`src/rtl/exc_pkg.sv`:
```
package exc_pkg;
  typedef enum logic [1:0] {
    SEL_EPC    = 2'd0,
    SEL_CAUSE  = 2'd1,
    SEL_STATUS = 2'd2,
    SEL_NONE   = 2'd3
  } regsel_e;

  typedef enum logic [1:0] {
    SRC_NONE  = 2'd0,
    SRC_UNDEF = 2'd1,
    SRC_OVF   = 2'd2,
    SRC_IRQ   = 2'd3
  } exc_src_e;

  localparam logic [4:0] CODE_IRQ   = 5'd0;
  localparam logic [4:0] CODE_UNDEF = 5'd10;
  localparam logic [4:0] CODE_OVF   = 5'd12;
endpackage

```
`src/rtl/exc_arbiter.sv`:
```
module exc_arbiter
  import exc_pkg::*;
#(
  parameter int NLVL = 8
) (
  input  logic            undef_i,
  input  logic            ovf_i,
  input  logic            boundary_i,
  input  logic            ie_i,
  input  logic [NLVL-1:0] pend_i,
  input  logic [NLVL-1:0] mask_i,
  output logic            take_o,
  output exc_src_e        src_o
);
  logic irq_ready;

  assign irq_ready = boundary_i && ie_i && (|(pend_i & mask_i));

  always_comb begin
    src_o = SRC_NONE;
    if (undef_i)        src_o = SRC_UNDEF;
    else if (ovf_i)     src_o = SRC_OVF;
    else if (irq_ready) src_o = SRC_IRQ;
  end

  assign take_o = (src_o != SRC_NONE);
endmodule

```
`src/rtl/exc_status_reg.sv`:
```
module exc_status_reg #(
  parameter int XLEN  = 32,
  parameter int NLVL  = 8,
  parameter int DEPTH = 3
) (
  input  logic            clk,
  input  logic            rst_n,
  input  logic            take_i,
  input  logic            rfe_i,
  input  logic            we_i,
  input  logic [XLEN-1:0] wdata_i,
  output logic [XLEN-1:0] status_o
);
  localparam int SW      = 2 * DEPTH;
  localparam int MASK_LO = 8;

  logic [SW-1:0]   stack_q, stack_d;
  logic [NLVL-1:0] mask_q;

  always_comb begin
    stack_d = stack_q;
    if (take_i) begin
      stack_d[1:0] = 2'b00;
      for (int p = 1; p < DEPTH; p++) stack_d[2*p +: 2] = stack_q[2*(p-1) +: 2];
    end else if (rfe_i) begin
      for (int p = 0; p < DEPTH - 1; p++) stack_d[2*p +: 2] = stack_q[2*(p+1) +: 2];
    end else if (we_i) begin
      stack_d = wdata_i[SW-1:0];
    end
  end

  always_ff @(posedge clk) begin
    if (!rst_n) begin
      stack_q <= '0;
      mask_q  <= '0;
    end else begin
      stack_q <= stack_d;
      if (we_i && !take_i && !rfe_i) mask_q <= wdata_i[MASK_LO +: NLVL];
    end
  end

  always_comb begin
    status_o = '0;
    status_o[SW-1:0]          = stack_q;
    status_o[MASK_LO +: NLVL] = mask_q;
  end

  p_kernel_entry_r3: assert property (@(posedge clk) disable iff (!rst_n)
    take_i |=> (status_o[1:0] == 2'b00) && $stable(mask_q));

  p_old_pair_kept_r4: assert property (@(posedge clk) disable iff (!rst_n)
    (rfe_i && !take_i) |=> status_o[SW-1:SW-2] == $past(status_o[SW-1:SW-2]));

  p_write_lost_r9: assert property (@(posedge clk) disable iff (!rst_n)
    (take_i && we_i) |=> status_o[MASK_LO +: NLVL] == $past(status_o[MASK_LO +: NLVL]));
endmodule

```
`src/rtl/exc_cause_reg.sv`:
```
module exc_cause_reg
  import exc_pkg::*;
#(
  parameter int XLEN = 32,
  parameter int NHW  = 6,
  parameter int NLVL = 8
) (
  input  logic            clk,
  input  logic            rst_n,
  input  logic [NHW-1:0]  irq_i,
  input  logic            take_i,
  input  exc_src_e        src_i,
  input  logic            we_i,
  input  logic [XLEN-1:0] wdata_i,
  output logic [NLVL-1:0] pend_o,
  output logic [XLEN-1:0] cause_o
);
  localparam int NSW    = NLVL - NHW;
  localparam int PEND_LO = 8;
  localparam int HW_LO   = PEND_LO + NSW;

  logic [NHW-1:0] hw_q;
  logic [NSW-1:0] sw_q;
  logic [4:0]     code_q;
  logic           sw_wr;

  assign sw_wr = we_i && !take_i;

  always_ff @(posedge clk) begin
    if (!rst_n) begin
      hw_q   <= '0;
      sw_q   <= '0;
      code_q <= '0;
    end else begin
      hw_q <= (sw_wr ? (hw_q & wdata_i[HW_LO +: NHW]) : hw_q) | irq_i;
      if (sw_wr) sw_q <= wdata_i[PEND_LO +: NSW];
      if (take_i) begin
        case (src_i)
          SRC_UNDEF: code_q <= CODE_UNDEF;
          SRC_OVF:   code_q <= CODE_OVF;
          default:   code_q <= CODE_IRQ;
        endcase
      end
    end
  end

  assign pend_o = {hw_q, sw_q};

  always_comb begin
    cause_o = '0;
    cause_o[PEND_LO +: NLVL] = pend_o;
    cause_o[6:2] = code_q;
  end

  p_pending_sticky_r6: assert property (@(posedge clk) disable iff (!rst_n)
    !sw_wr |=> (hw_q & $past(hw_q)) == $past(hw_q));

  p_ovf_code_r7: assert property (@(posedge clk) disable iff (!rst_n)
    (take_i && src_i == SRC_OVF) |=> cause_o[6:2] == 5'd12);
endmodule

```
`src/rtl/exc_unit.sv`:
```
module exc_unit
  import exc_pkg::*;
#(
  parameter int          XLEN        = 32,
  parameter int          NHW         = 6,
  parameter int          NLVL        = 8,
  parameter int          DEPTH       = 3,
  parameter logic [31:0] HANDLER_PC  = 32'h8000_0080,
  parameter int          INSN_BYTES  = 4
) (
  input  logic            clk,
  input  logic            rst_n,
  input  logic [XLEN-1:0] pc_i,
  input  logic            undef_i,
  input  logic            ovf_i,
  input  logic [NHW-1:0]  irq_i,
  input  logic            boundary_i,
  input  logic            rfe_i,
  input  logic            reg_we_i,
  input  logic [1:0]      reg_sel_i,
  input  logic [XLEN-1:0] reg_wdata_i,
  output logic [XLEN-1:0] reg_rdata_o,
  output logic            pc_load_o,
  output logic [XLEN-1:0] handler_pc_o
);
  localparam logic [XLEN-1:0] STEP = XLEN'(INSN_BYTES);

  regsel_e         sel;
  logic            take;
  exc_src_e        src;
  logic [NLVL-1:0] pend;
  logic [XLEN-1:0] status, cause;
  logic [XLEN-1:0] epc_q;

  assign sel = regsel_e'(reg_sel_i);

  exc_arbiter #(.NLVL(NLVL)) u_arb (
    .undef_i    (undef_i),
    .ovf_i      (ovf_i),
    .boundary_i (boundary_i),
    .ie_i       (status[0]),
    .pend_i     (pend),
    .mask_i     (status[8 +: NLVL]),
    .take_o     (take),
    .src_o      (src)
  );

  exc_status_reg #(.XLEN(XLEN), .NLVL(NLVL), .DEPTH(DEPTH)) u_status (
    .clk      (clk),
    .rst_n    (rst_n),
    .take_i   (take),
    .rfe_i    (rfe_i),
    .we_i     (reg_we_i && sel == SEL_STATUS),
    .wdata_i  (reg_wdata_i),
    .status_o (status)
  );

  exc_cause_reg #(.XLEN(XLEN), .NHW(NHW), .NLVL(NLVL)) u_cause (
    .clk     (clk),
    .rst_n   (rst_n),
    .irq_i   (irq_i),
    .take_i  (take),
    .src_i   (src),
    .we_i    (reg_we_i && sel == SEL_CAUSE),
    .wdata_i (reg_wdata_i),
    .pend_o  (pend),
    .cause_o (cause)
  );

  always_ff @(posedge clk) begin
    if (!rst_n)                           epc_q <= '0;
    else if (take)                        epc_q <= pc_i - STEP;
    else if (reg_we_i && sel == SEL_EPC)  epc_q <= reg_wdata_i;
  end

  always_comb begin
    case (sel)
      SEL_EPC:    reg_rdata_o = epc_q;
      SEL_CAUSE:  reg_rdata_o = cause;
      SEL_STATUS: reg_rdata_o = status;
      default:    reg_rdata_o = '0;
    endcase
  end

  assign pc_load_o    = take;
  assign handler_pc_o = XLEN'(HANDLER_PC);

  p_epc_faulting_r1: assert property (@(posedge clk) disable iff (!rst_n)
    pc_load_o |=> epc_q == $past(pc_i) - STEP);

  p_irq_gated_r5: assert property (@(posedge clk) disable iff (!rst_n)
    (pc_load_o && !undef_i && !ovf_i) |-> (boundary_i && status[0]));

  p_trap_taken_r8: assert property (@(posedge clk) disable iff (!rst_n)
    (undef_i || ovf_i) |-> pc_load_o);

  p_handler_const_r2: assert property (@(posedge clk) disable iff (!rst_n)
    handler_pc_o == 32'h8000_0080);
endmodule

```
`config.mk`:
```
export PLATFORM = sky130hd
export DESIGN_NAME = exc_unit
export DESIGN_NICKNAME = d
export VERILOG_FILES = /design/src/rtl/exc_pkg.sv /design/src/rtl/exc_arbiter.sv /design/src/rtl/exc_status_reg.sv /design/src/rtl/exc_cause_reg.sv /design/src/rtl/exc_unit.sv
export SDC_FILE = /design/constraint.sdc
export NUM_CORES = 1
export LEC_CHECK = 0
export BUFFER_PORTS_ARGS = -buffer_cell sky130_fd_sc_hd__buf_2
export CAP_MARGIN = 30
export CORE_UTILIZATION = 55
export DETAILED_ROUTE_END_ITERATION = 8
export GPL_ROUTABILITY_DRIVEN = 0
export HOLD_SLACK_MARGIN = 0.1
export PLACE_DENSITY = 0.95
export SLEW_MARGIN = 25
export SYNTH_ARGS = -nofsm -noshare
export SYNTH_HDL_FRONTEND = slang
export SYNTH_HIERARCHICAL = 1
export SYNTH_SLANG_ARGS = --single-unit
```
`constraint.sdc`:
```
create_clock -name clk -period 3 [get_ports clk]
set_input_delay 0 -clock clk [delete_from_list [all_inputs] [get_ports clk]]
set_output_delay 0 -clock clk [all_outputs]
set_load 0.05 [all_outputs]
```
======== Word level (Yosys, flattened, before mapping) ========
Index checks and enable logic that the tools add are counted.
cells by class
  equality and inequality tests ........... 5
  bitwise logic cells ..................... 4
  mux-type cells .......................... 12
  $add $sub $neg .......................... 1
  reductions and logical operators ........ 19
operators by type and width
  operator                                               number
  case mux 32 bit (3 select lines)                       1
  2-to-1 mux 32 bit                                      2
  subtractor 32 x 3 -> 32 bit, second input constant     1
  2-to-1 mux 6 bit                                       3
  AND 8 bit                                              1
  logical AND 1 bit                                      8
  2-to-1 mux 2 bit                                       4
  case mux 4 bit (2 select lines)                        1
  nonzero test 2 bit                                     4
  OR reduction 8 bit                                     1
  AND 6 bit                                              1
  bitwise OR 6 bit                                       1
  equality test 2 x 1 -> 1 bit, second input constant    2
  equality test 2 bit, second input constant             2
  2-to-1 mux 4 bit                                       1
  nonzero test 3 bit                                     1
  logical NOT 1 bit                                      2
  logical NOT 2 bit                                      1
  inequality test 2 x 1 -> 1 bit, second input constant  1
  AND reduction 2 bit                                    1
  OR reduction 2 bit                                     1
  inverter 1 bit                                         1
word-level totals
  output and inout bits ................... 65
  flip-flop bits (word level) ............. 59
  word-level logic and storage cells ...... 49

======== Logic depth before layout (Yosys ltp) ========
Gate-level depths: netlist of run 1.
  depth after elaboration ................. 11
  mapped depth ............................ 9

======== Cells and area by module ========
The synthesis of run 1 kept the hierarchy.
modules (own cells, without submodules)
  module          area each (um2)  instances  cells an instance
  exc_unit        2921.6           1          373
  exc_status_reg  797.0            1          91
  exc_cause_reg   663.1            1          78
  exc_arbiter     71.3             1          11

======== Worst setup path after synthesis of run 1 ========
No wires, ideal clock.
  path kind ............................... flip-flop to flip-flop
  start ................................... register u_cause.hw_q[0]
  end ..................................... register epc_q[10]
  data arrival time ....................... 2.252 ns
  path buffers ............................ 4
  setup slack ............................. 0.615 ns
  cell stages (with the launch flop) ...... 9
  required time ........................... 2.867 ns
  cells stage by stage .................... dfxtp_1 > buf_4 > a22oi_1 > a41o_1 > nand2_1 > clkbuf_1 > clkbuf_1 > clkbuf_1 > a21oi_1
between the ends
  longest elaborated chain between the ends .. 8
RTL lines
  item                                                            RTL line             text
  start: declaration                                              exc_cause_reg.sv:22  logic [NHW-1:0] hw_q;
  start signal: assignment                                        exc_cause_reg.sv:35  hw_q <= (sw_wr ? (hw_q & wdata_i[HW_LO +: NHW]) : hw_q) | irq_i;
  AND 8 bit *                                                     exc_arbiter.sv:17    assign irq_ready = boundary_i && ie_i && (|(pend_i & mask_i));
  OR reduction 8 bit *                                            exc_arbiter.sv:17
  logical AND 1 bit *                                             exc_arbiter.sv:17
  2-to-1 mux 2 bit *                                              exc_arbiter.sv:23    else if (irq_ready) src_o = SRC_IRQ;
  2-to-1 mux 2 bit *                                              exc_arbiter.sv:22    else if (ovf_i) src_o = SRC_OVF;
  2-to-1 mux 2 bit *                                              exc_arbiter.sv:21    if (undef_i) src_o = SRC_UNDEF;
  nonzero test 2 bit *                                            exc_arbiter.sv:26    assign take_o = (src_o != SRC_NONE);
  named net pc_load_o                                             exc_unit.sv:23       output logic pc_load_o,
  2-to-1 mux 32 bit / nonzero test 2 bit (equally long branches)  n/a
  end signal: assignment                                          exc_unit.sv:72       else if (take) epc_q <= pc_i - STEP;
  end signal: assignment                                          exc_unit.sv:73       else if (reg_we_i && sel == SEL_EPC) epc_q <= reg_wdata_i;
  end: declaration                                                exc_unit.sv:33       logic [XLEN-1:0] epc_q;
Mark *: on every way through the listed nets, which the timed path passes. The rest lies on a longest branch.
A chain may end at the register's enable or synchronous reset.

======== Worst setup path in the final report of run 1 ========
  start ................................... input port pc_i[4]
  end ..................................... register epc_q[18]
between the ends
  longest elaborated chain between the ends .. 2
RTL lines
  item                         RTL line        text
  start: declaration           exc_unit.sv:13  input logic [XLEN-1:0] pc_i,
  subtractor 32 x 3 -> 32 bit  exc_unit.sv:72
  2-to-1 mux 32 bit            exc_unit.sv:72
Every way passes these cells.

==> results of run 1 <==
-- cells in the final DEF (no fill, tap or decap), types with 2 or more instances in the layout --
cell                            instances
sky130_fd_sc_hd__nor2b_1                7
sky130_fd_sc_hd__a21oi_1               31
sky130_fd_sc_hd__nand2_1               61
sky130_fd_sc_hd__nor4_1                 6
sky130_fd_sc_hd__o221ai_1               2
sky130_fd_sc_hd__or3_1                  5
sky130_fd_sc_hd__xor2_1                 4
sky130_fd_sc_hd__dlygate4sd3_1         78
sky130_fd_sc_hd__nor2_1                17
sky130_fd_sc_hd__o211a_1                7
sky130_fd_sc_hd__conb_1                71
sky130_fd_sc_hd__dfxtp_1               57
sky130_fd_sc_hd__nand4_1                2
sky130_fd_sc_hd__o21ai_2                8
sky130_fd_sc_hd__mux2_2                28
sky130_fd_sc_hd__clkinvlp_4             2
sky130_fd_sc_hd__or4_1                  3
sky130_fd_sc_hd__clkbuf_8              10
sky130_fd_sc_hd__and2_1                 3
sky130_fd_sc_hd__buf_2                111
sky130_fd_sc_hd__ha_1                   3
sky130_fd_sc_hd__clkinv_2               2
sky130_fd_sc_hd__nand3_1               13
sky130_fd_sc_hd__o21ai_0               68
sky130_fd_sc_hd__nand3_2                2
sky130_fd_sc_hd__nor3_1                13
sky130_fd_sc_hd__buf_4                  4
sky130_fd_sc_hd__nand2_2                2
sky130_fd_sc_hd__nor3_2                 3
sky130_fd_sc_hd__mux2i_1               46
sky130_fd_sc_hd__xnor2_1               21
sky130_fd_sc_hd__nor2b_2                2
sky130_fd_sc_hd__a22oi_1                4
sky130_fd_sc_hd__inv_1                  6
-- metrics by stage --
step / hold WS [ns] / total power (W)
CTS: 0.126 / 0.00223
detailed placement: 0.284 / 0.00143
floorplan: 0.128 / 0.00134
global route: 0.162 / 0.00234
global placement: 0.266 / 0.00140
finish: 0.135 / 0.00225
-- critical path: stages --
cell and delay (ns):
sky130_fd_sc_hd__dlygate4sd3_1 0.54, sky130_fd_sc_hd__buf_2 0.15, sky130_fd_sc_hd__or4b_4 0.54, sky130_fd_sc_hd__nand4b_4 0.29, sky130_fd_sc_hd__nor3_1 0.25, sky130_fd_sc_hd__xnor2_1 0.14, sky130_fd_sc_hd__dlygate4sd3_1 0.56, sky130_fd_sc_hd__a21oi_1 0.06
sky130_fd_sc_hd__dlygate4sd3_1 0.59
-- flip-flops by register name, summed over array words and instances (netlist names) --
name / flops
epc_q: 32
u_cause/code_q: 3
u_cause/hw_q: 6
u_cause/sw_q: 2
u_status/mask_q: 8
u_status/stack_q: 6
-- power breakdown --
part	switching, W	internal, W
clock	0.000337	0.000403
combinational	0.000438	0.000250
sequential	0.0000268	0.000800
-- routing by layer --
| metal | up-vias | global-route usage (%) | share of wire [%] |
|---|---|---|---|
| met5 | - | 0 | 0 |
| met4 | 0 | 14.6 | 3.1 |
| met3 | 43 | 4.98 | 6.9 |
| met2 | 235 | 56.9 | 52 |
| met1 | 2067 | 34.7 | 38 |
| li1 | 2093 | - | - |
-- worst max path at each step --
stage	from	to	slack (ns)
global route	pc_i[4]	epc_q[18]$_SDFFE_PN0P_	-0.01
detailed placement	reg_sel_i[1]	epc_q[20]$_SDFFE_PN0P_	0.97
CTS	pc_i[4]	epc_q[24]$_SDFFE_PN0P_	0.1
finish	pc_i[4]	epc_q[18]$_SDFFE_PN0P_	0.10
global placement	reg_sel_i[1]	epc_q[13]$_SDFFE_PN0P_	1.03
floorplan	u_cause/hw_q[0]$_SDFF_PN0_	epc_q[10]$_SDFFE_PN0P_	0.62
-- what timing repair did --
| action | CTS | global route |
|---|---|---|
| endpoints found under the setup margin | 0 | 3 |
| endpoints found under the hold margin | 52 | 0 |
| hold buffers | 78 | 0 |
| resized for setup | 0 | 3 |
-- cell type report --
type / count / area [um2]
multi-input combinational: 445 / 2800
fill: 571 / 2080
timing repair buffer: 194 / 1390
sequential: 57 / 1140
clock buffer: 11 / 141
tap: 102 / 128
clock inverter: 5 / 55.1
inverter: 6 / 22.5
-- kinds of logic (layout without fill, tap and decap cells) --
kind of cell	Yosys count	count (layout)	share of synthesized area (%)
AO/OA/AOI/OAI	124	124	16.1
XOR/XNOR	25	25	4.92
adder cells (fa/ha/maj)	3	3	0.843
buffers and inverters	118	216	17.6
flip-flops	57	57	25.6
multiplexers	74	74	17.4
other	4	71	0.337
AND/OR/NAND/NOR	148	148	17.2
==> results.txt, run 1 <==
The clock insertion delay at the later pin of the skew report was 0.35 ns. For this run, design rule violations remaining after detail routing come to 0. The die is 92.0 um tall. Compared with the post-synthesis result, the final layout area differs by 27.7%. The number of enable flip-flop cells after synthesis came out at 0. The power density relative to cell area was 397 nW/um2; the worst slack after detailed placement was 0.971 ns. The total count of hold-check failures in the final report was 0; the total length of routed wires was 12.9 mm.

The worst hold path passes through 4 cells. Summed over all layers, the global routing overflow is 0. The number of antenna cells inserted was 0. TritonCTS built the clock tree. The first global-routing pass estimated 20.7 mm of wire. Counting the buffers created by CTS gives 9.

For the final setup skew, the log shows 0.00374 ns. The floorplan step defined a die boundary enclosing 8460 um2. For the worst setup path, the data arrival time is 3.13 ns. The number of global-route vias before repair was 4444. The synthesized area per cell was 8.05 um2. The core region is 7770 um2.

144 I/O pins were placed. The clock slew at the register clock pins of the worst setup and hold paths came out at 0.07 ns. Global routing consumed, over all layers together, 31.0% of the routing resources. The period utilization was 96.7%. The count of final max-slew check failures is 0, and the length in cells of the worst reg-to-reg path is 8.

The H-tree was split into 3 levels. The cell area after placement is 4700 um2. For the count of cell types in the netlist, the log shows 47.

For the number of instances in the synthesized netlist, the log shows 553. Start-to-end type of the worst setup path: in -> reg. The count of max-cap constraint violations was 0; the die width was 92.0 um.

Share of flip-flops with an asynchronous set or reset: 0%. The final instance count without filler cells was 820; the setup TNS after final layout was 0 ns. STA classifies the critical path endpoint as a flip-flop. The synthesized design contains 57 register bits.

The flow ran to the end, and the final reports show no timing, DRC or antenna violations. Among all flip-flop cells after synthesis, the most frequent one is sky130_fd_sc_hd__dfxtp_1. After layout, the worst setup slack is 0.100 ns.

Post-CTS timing repair inserted 0 buffers for setup. The minimum clock period works out to 2.90 ns. For the pin with the worst max-slew slack, the measured transition is 0.724 ns.

In this run, placement finished with an instance count of 726. In the synthesized netlist, the cells that appear most often are 80 x sky130_fd_sc_hd__buf_4, 68 x sky130_fd_sc_hd__o21ai_0, 63 x sky130_fd_sc_hd__nand2_1. The tools report the maximum operating frequency as 345 MHz. The root buffer cell chosen for the clock tree is sky130_fd_sc_hd__clkbuf_8.

The cell with the most instances after synthesis is sky130_fd_sc_hd__buf_4. The post-route netlist has 25.3% of its cells at a drive strength greater than 1. The endpoint of the worst hold-timing path was epc_q[9]$_SDFFE_PN0P_. The detailed router finished its first iteration with 305 violations. The number of warnings reported in the yosys synthesis log was 6. The fraction of the core area covered by cells at the end of the flow is 73.2%. The worst pin sits at a relative slew slack of 51.7%. The tools report the critical path launch point type as an input port.

Post-detailed-route via-to-cell ratio: 5.41. Dividing the detail-routed wire length by the instance count gives 15.8 um. The pin count of the biggest net entering global routing is 75, and the largest fanout on the critical path is 9. The worst register-to-register path begins at u_status/mask_q[4]$_SDFFE_PN0P_. The initial antenna violation count is 0.

Across all layers, the routed design uses 4438 vias. The number of buffers on the longest clock path was 2. The final layout contains 795 nets. Setup violations remaining at the end of the flow were counted as 0. In this run the remaining antenna-violating nets after routing total 0. The library cell with the largest summed area after synthesis was sky130_fd_sc_hd__dfxtp_1. Sequential share of the synthesized area: 25.6%.

Input and output buffers added on the ports amount to 111. The run gives 215 uV as the maximum vdd drop. The estimated wirelength of the detail-placed design is 8.13 mm. The startpoint of the worst hold path was pc_i[9]. The cell area that synthesis handed to floorplanning was 4450 um2.

After synthesis, the cell types taking the most area are sky130_fd_sc_hd__dfxtp_1 26%, sky130_fd_sc_hd__buf_4 13%, sky130_fd_sc_hd__mux2i_1 10%, sky130_fd_sc_hd__o21ai_0 7.6%, sky130_fd_sc_hd__mux2_2 7.1%. Data on the critical path is required at its endpoint by 3.23 ns. The area fraction of the dominant cell type after synthesis is 25.6%.

In this run the core area contains 32 standard-cell rows. Clock tree synthesis found a total of 57 sinks. The worst register-to-register path ends at u_status/stack_q[3]$_SDFFE_PN0P_. In this run the static leakage power is 2.57 nW. Setup repair after global routing could not meet its margin everywhere. Once the floorplan was initialized, standard cells occupied 57.3% of the core.

The number of iterations in the first detailed-routing pass is 5. The worst hold path belongs to the class in -> reg. The setup slack of the worst register-to-register path is 0.33 ns, and the total non-filler cell area in the finished layout is 5690 um2.
Power figures use the tool's default switching activity.
==> run 2: changes to the inputs <==
--- a/config.mk
+++ b/config.mk
@@ -8,6 +8,7 @@
 export BUFFER_PORTS_ARGS = -buffer_cell sky130_fd_sc_hd__buf_2
 export CAP_MARGIN = 30
 export CORE_UTILIZATION = 55
+export CTS_BUF_LIST = sky130_fd_sc_hd__clkbuf_16
 export DETAILED_ROUTE_END_ITERATION = 8
 export GPL_ROUTABILITY_DRIVEN = 0
 export HOLD_SLACK_MARGIN = 0.1
==> run 2 against run 1 <==
Cell count down 2.0%. Die area unchanged. Global-route usage shrank 1.1 points. Setup slack better by 0.039 ns. Core utilization decreased by 1.0 points. Sequential cell count did not move. Largest power group is now clock. Total power grew 11%. Clock power increased by 35%.
==> results.txt, run 2 (synthesized netlist as in run 1, its figures left out) <==
The run finished with clean final reports. The tools report the placeable core region as 7770 um2 (unchanged). The tools report the H-tree depth reported by CTS as 3 (unchanged).

Switching share of power: 33.0% (was 35.6%). The fraction of final layout cells sized beyond drive strength 1 was 25.4% (was 25.3%); the TritonCTS sink count was 57 (unchanged). The tools report the critical path launch point type as an input port (unchanged). The slew at the pin with the worst max-slew slack was 0.740 ns (was 0.724 ns); the starting density of the core was 57.3% (unchanged). For the global-route total usage across every layer, the log shows 29.9% (was 31.0%). Ordered list of cells on the worst path: dlygate4sd3_1 > buf_2 > or4b_4 > nand4b_4 > nor3_1 > xnor2_1 > dlygate4sd3_1 > a21oi_1 > dlygate4sd3_1 (unchanged).

Number of buffer cells added on primary ports: 111 (unchanged). The part of the power in the clock network came out at 40.0% (was 32.8%). For the floorplan die area, the log shows 8460 um2 (unchanged). The cell type of the slowest stage on the worst timing path was sky130_fd_sc_hd__dlygate4sd3_1 (unchanged). Classification of the worst-slack hold path: in -> reg (unchanged).

The total design power was 0.00249 W (was 0.00225 W); the number of remaining DRC errors was 0 (unchanged). The switching power of the nets was 0.000822 W (was 0.000802 W). The category of the worst setup path capture point was a flip-flop (unchanged).

The layout net count is 779 (was 795), and the clock slew at the register clock pins of the worst setup and hold paths is 0.05 ns (was 0.07 ns). The die width works out to 92.0 um (unchanged). The number of global-route vias before repair was 4382 (was 4444).

The flip-flop count of the largest register after layout was 32 (unchanged). The count of final max-slew check failures came out at 0 (unchanged). Cell at the root of the clock tree: sky130_fd_sc_hd__clkbuf_16 (was sky130_fd_sc_hd__clkbuf_8). The global-route wire length before repair was 20.0 mm (was 20.7 mm); the share of total power in sequential cells was 33.2% (was 36.7%). The initial DRC count is 287 (was 305), and the count of filler cells inserted in the layout is 578 (was 571).

The period utilization was 95.3% (was 96.7%); the worst slew margin relative to its limit was 50.7% (was 51.7%). For the initial antenna violation count, the log shows 0 (unchanged). TritonCTS built the clock tree.

The register name with the most flops was epc_q (unchanged). Highest-count cells in the layout ignoring fill and taps: 111 x sky130_fd_sc_hd__buf_2, 71 x sky130_fd_sc_hd__conb_1, 68 x sky130_fd_sc_hd__o21ai_0 (was 111 x sky130_fd_sc_hd__buf_2, 78 x sky130_fd_sc_hd__dlygate4sd3_1, 71 x sky130_fd_sc_hd__conb_1). The largest fanout on the critical path is 9 (unchanged), and the layout overhead on the synthesized area is 25.8% (was 27.7%).

The power density relative to cell area works out to 445 nW/um2 (was 397 nW/um2). The tools report the final setup skew as 0.00518 ns (was 0.00374 ns). The buffer and inverter count on the worst path is 4 (unchanged), and the setup slack of the worst register-to-register path is 0.34 ns (was 0.33 ns). The die outline height was 92.0 um (unchanged); the number of buffers created by CTS was 9 (unchanged).

For the number of iterations in the first detailed-routing pass, the log shows 4 (was 5). The kind of cell adding the most delay to the critical path is buffers and inverters (unchanged). The routed wire length per instance came out at 15.6 um (was 15.8 um).

Setup repair after global routing left no endpoint under its margin. The pin count of the biggest net entering global routing was 75 (unchanged). The run gives 0.140 ns (was 0.100 ns) as the setup slack after layout. The worst slack after detailed placement came out at 0.971 ns (unchanged).

For the setup TNS after final layout, the log shows 0 ns (unchanged). The number of antenna cells inserted was 0 (unchanged); the number of buffers on the longest clock path was 2 (unchanged). The count of buffers added by post-CTS timing repair for setup is 0 (unchanged), and the total length of routed wires is 12.6 mm (was 12.9 mm).

The antenna violation net count after detailed routing came out at 0 (unchanged). The post-detailed-route via-to-cell ratio was 5.44 (was 5.41); the critical path data arrival time was 3.07 ns (was 3.13 ns). The leakage power of the design is 2.54 nW (was 2.57 nW).

The start-to-end type of the worst setup path is in -> reg (unchanged). The internal cell power is 0.00167 W (was 0.00145 W), and the count of max-cap constraint violations is 0 (unchanged). Combinational fraction of design power: 26.8% (was 30.5%). The number of ports placed on the die boundary was 144 (unchanged); the number of cell rows was 32 (unchanged).

The maximum vdd drop was 201 uV (was 215 uV); the estimated wirelength of the detail-placed design was 8.13 mm (unchanged). Most repeated library cell on the critical path: sky130_fd_sc_hd__dlygate4sd3_1 (unchanged). The peak per-stage delay on the critical path works out to 0.60 ns (was 0.59 ns).

The minimum clock period works out to 2.86 ns (was 2.90 ns). The clock insertion delay at the later pin of the skew report came out at 0.33 ns (was 0.35 ns). Largest registers: epc_q (32), u_status/mask_q (8) (unchanged). The tools report the final setup violation count as 0 (unchanged). The count of vias placed by the detailed router was 4370 (was 4438). The logs give 3.21 ns (was 3.23 ns) for the data required time of the critical path and 350 MHz (was 345 MHz) for the maximum operating frequency. For the remaining global-route overflow, the log shows 0 (unchanged). The leading cell type in the layout, fill and taps excluded was sky130_fd_sc_hd__buf_2 (unchanged).

The tools report the total count of hold-check failures in the final report as 0 (unchanged).
[run 2: cell types whose count changed in the layout (fill, tap and decap cells not counted), moves of 2 or more]
| cell | change |
|---|---|
| sky130_fd_sc_hd__clkbuf_8 | -10 |
| sky130_fd_sc_hd__dlygate4sd3_1 | -16 |
| sky130_fd_sc_hd__clkbuf_16 | +9 |
| sky130_fd_sc_hd__nor3_1 | +2 |
| sky130_fd_sc_hd__nor3_2 | -2 |
[run 2: final timing paths]
kind	depth (start not counted)	endpoint	startpoint
worst min-delay path	4	epc_q[7]$_SDFFE_PN0P_	reg_wdata_i[7]
worst max register to register	8	u_status/stack_q[3]$_SDFFE_PN0P_	u_status/mask_q[2]$_SDFFE_PN0P_
worst min register to register	2	u_cause/sw_q[0]$_SDFFE_PN0N_	u_cause/sw_q[0]$_SDFFE_PN0N_
worst max-delay path	9	epc_q[18]$_SDFFE_PN0P_	pc_i[5]
[run 2: cell type report]
cell class / instances / area [um2] / share of cell area [%]
Tap cell: 102 / 128 / 2.28
Timing Repair Buffer: 178 / 1230 / 22.0
Sequential cell: 57 / 1140 / 20.4
Inverter: 6 / 22.5 / 0.402
Multi-Input combinational cell: 445 / 2790 / 49.8
Clock inverter: 7 / 62.6 / 1.12
Clock buffer: 9 / 225 / 4.02
[run 2: metrics by stage]
stage	hold WS, ns	cells	util [%]	area, um2
floorplan	0.128	620	-	4700
CTS	0.100	804	72.1	5600
finish	0.103	804	72.1	5600
global route	0.139	804	72.1	5600
detailed placement	0.284	726	60.5	4700
global placement	0.266	725	60.1	4670
[run 2: worst register-to-register path: stages, from the launching register on]
cell and delay [ns]:
sky130_fd_sc_hd__dfxtp_1 0.37, sky130_fd_sc_hd__a22oi_1 0.11, sky130_fd_sc_hd__a41o_1 0.29, sky130_fd_sc_hd__nand2_2 0.08
sky130_fd_sc_hd__buf_4 0.54, sky130_fd_sc_hd__inv_1 0.24, sky130_fd_sc_hd__nand2_1 0.21, sky130_fd_sc_hd__o221ai_1 0.14
sky130_fd_sc_hd__dlygate4sd3_1 0.58
[run 2: power by group through the flow]
stage / combinational (W) / sequential, W / clock, W
after detailed placement: 0.000584 / 0.000842 / 0
after CTS: 0.000654 / 0.000827 / 0.000997
after global placement: 0.000565 / 0.000838 / 0
final: 0.000667 / 0.000828 / 0.000997
after floorplan: 0.000507 / 0.000833 / 0
after global routing: 0.000709 / 0.000832 / 0.00103
[run 2: what timing repair did]
item,in CTS,in global routing
hold endpoints to repair,49,0
hold buffers,62,0
gates resized for setup,0,0
[run 2: layer usage]
metal	global-route usage [%]	routed length, um	up-vias
met4	15.1	418	0
li1	-	-	2062
met5	0	0	-
met2	54.2	6340	224
met3	4.56	909	44
met1	33.7	4910	2040
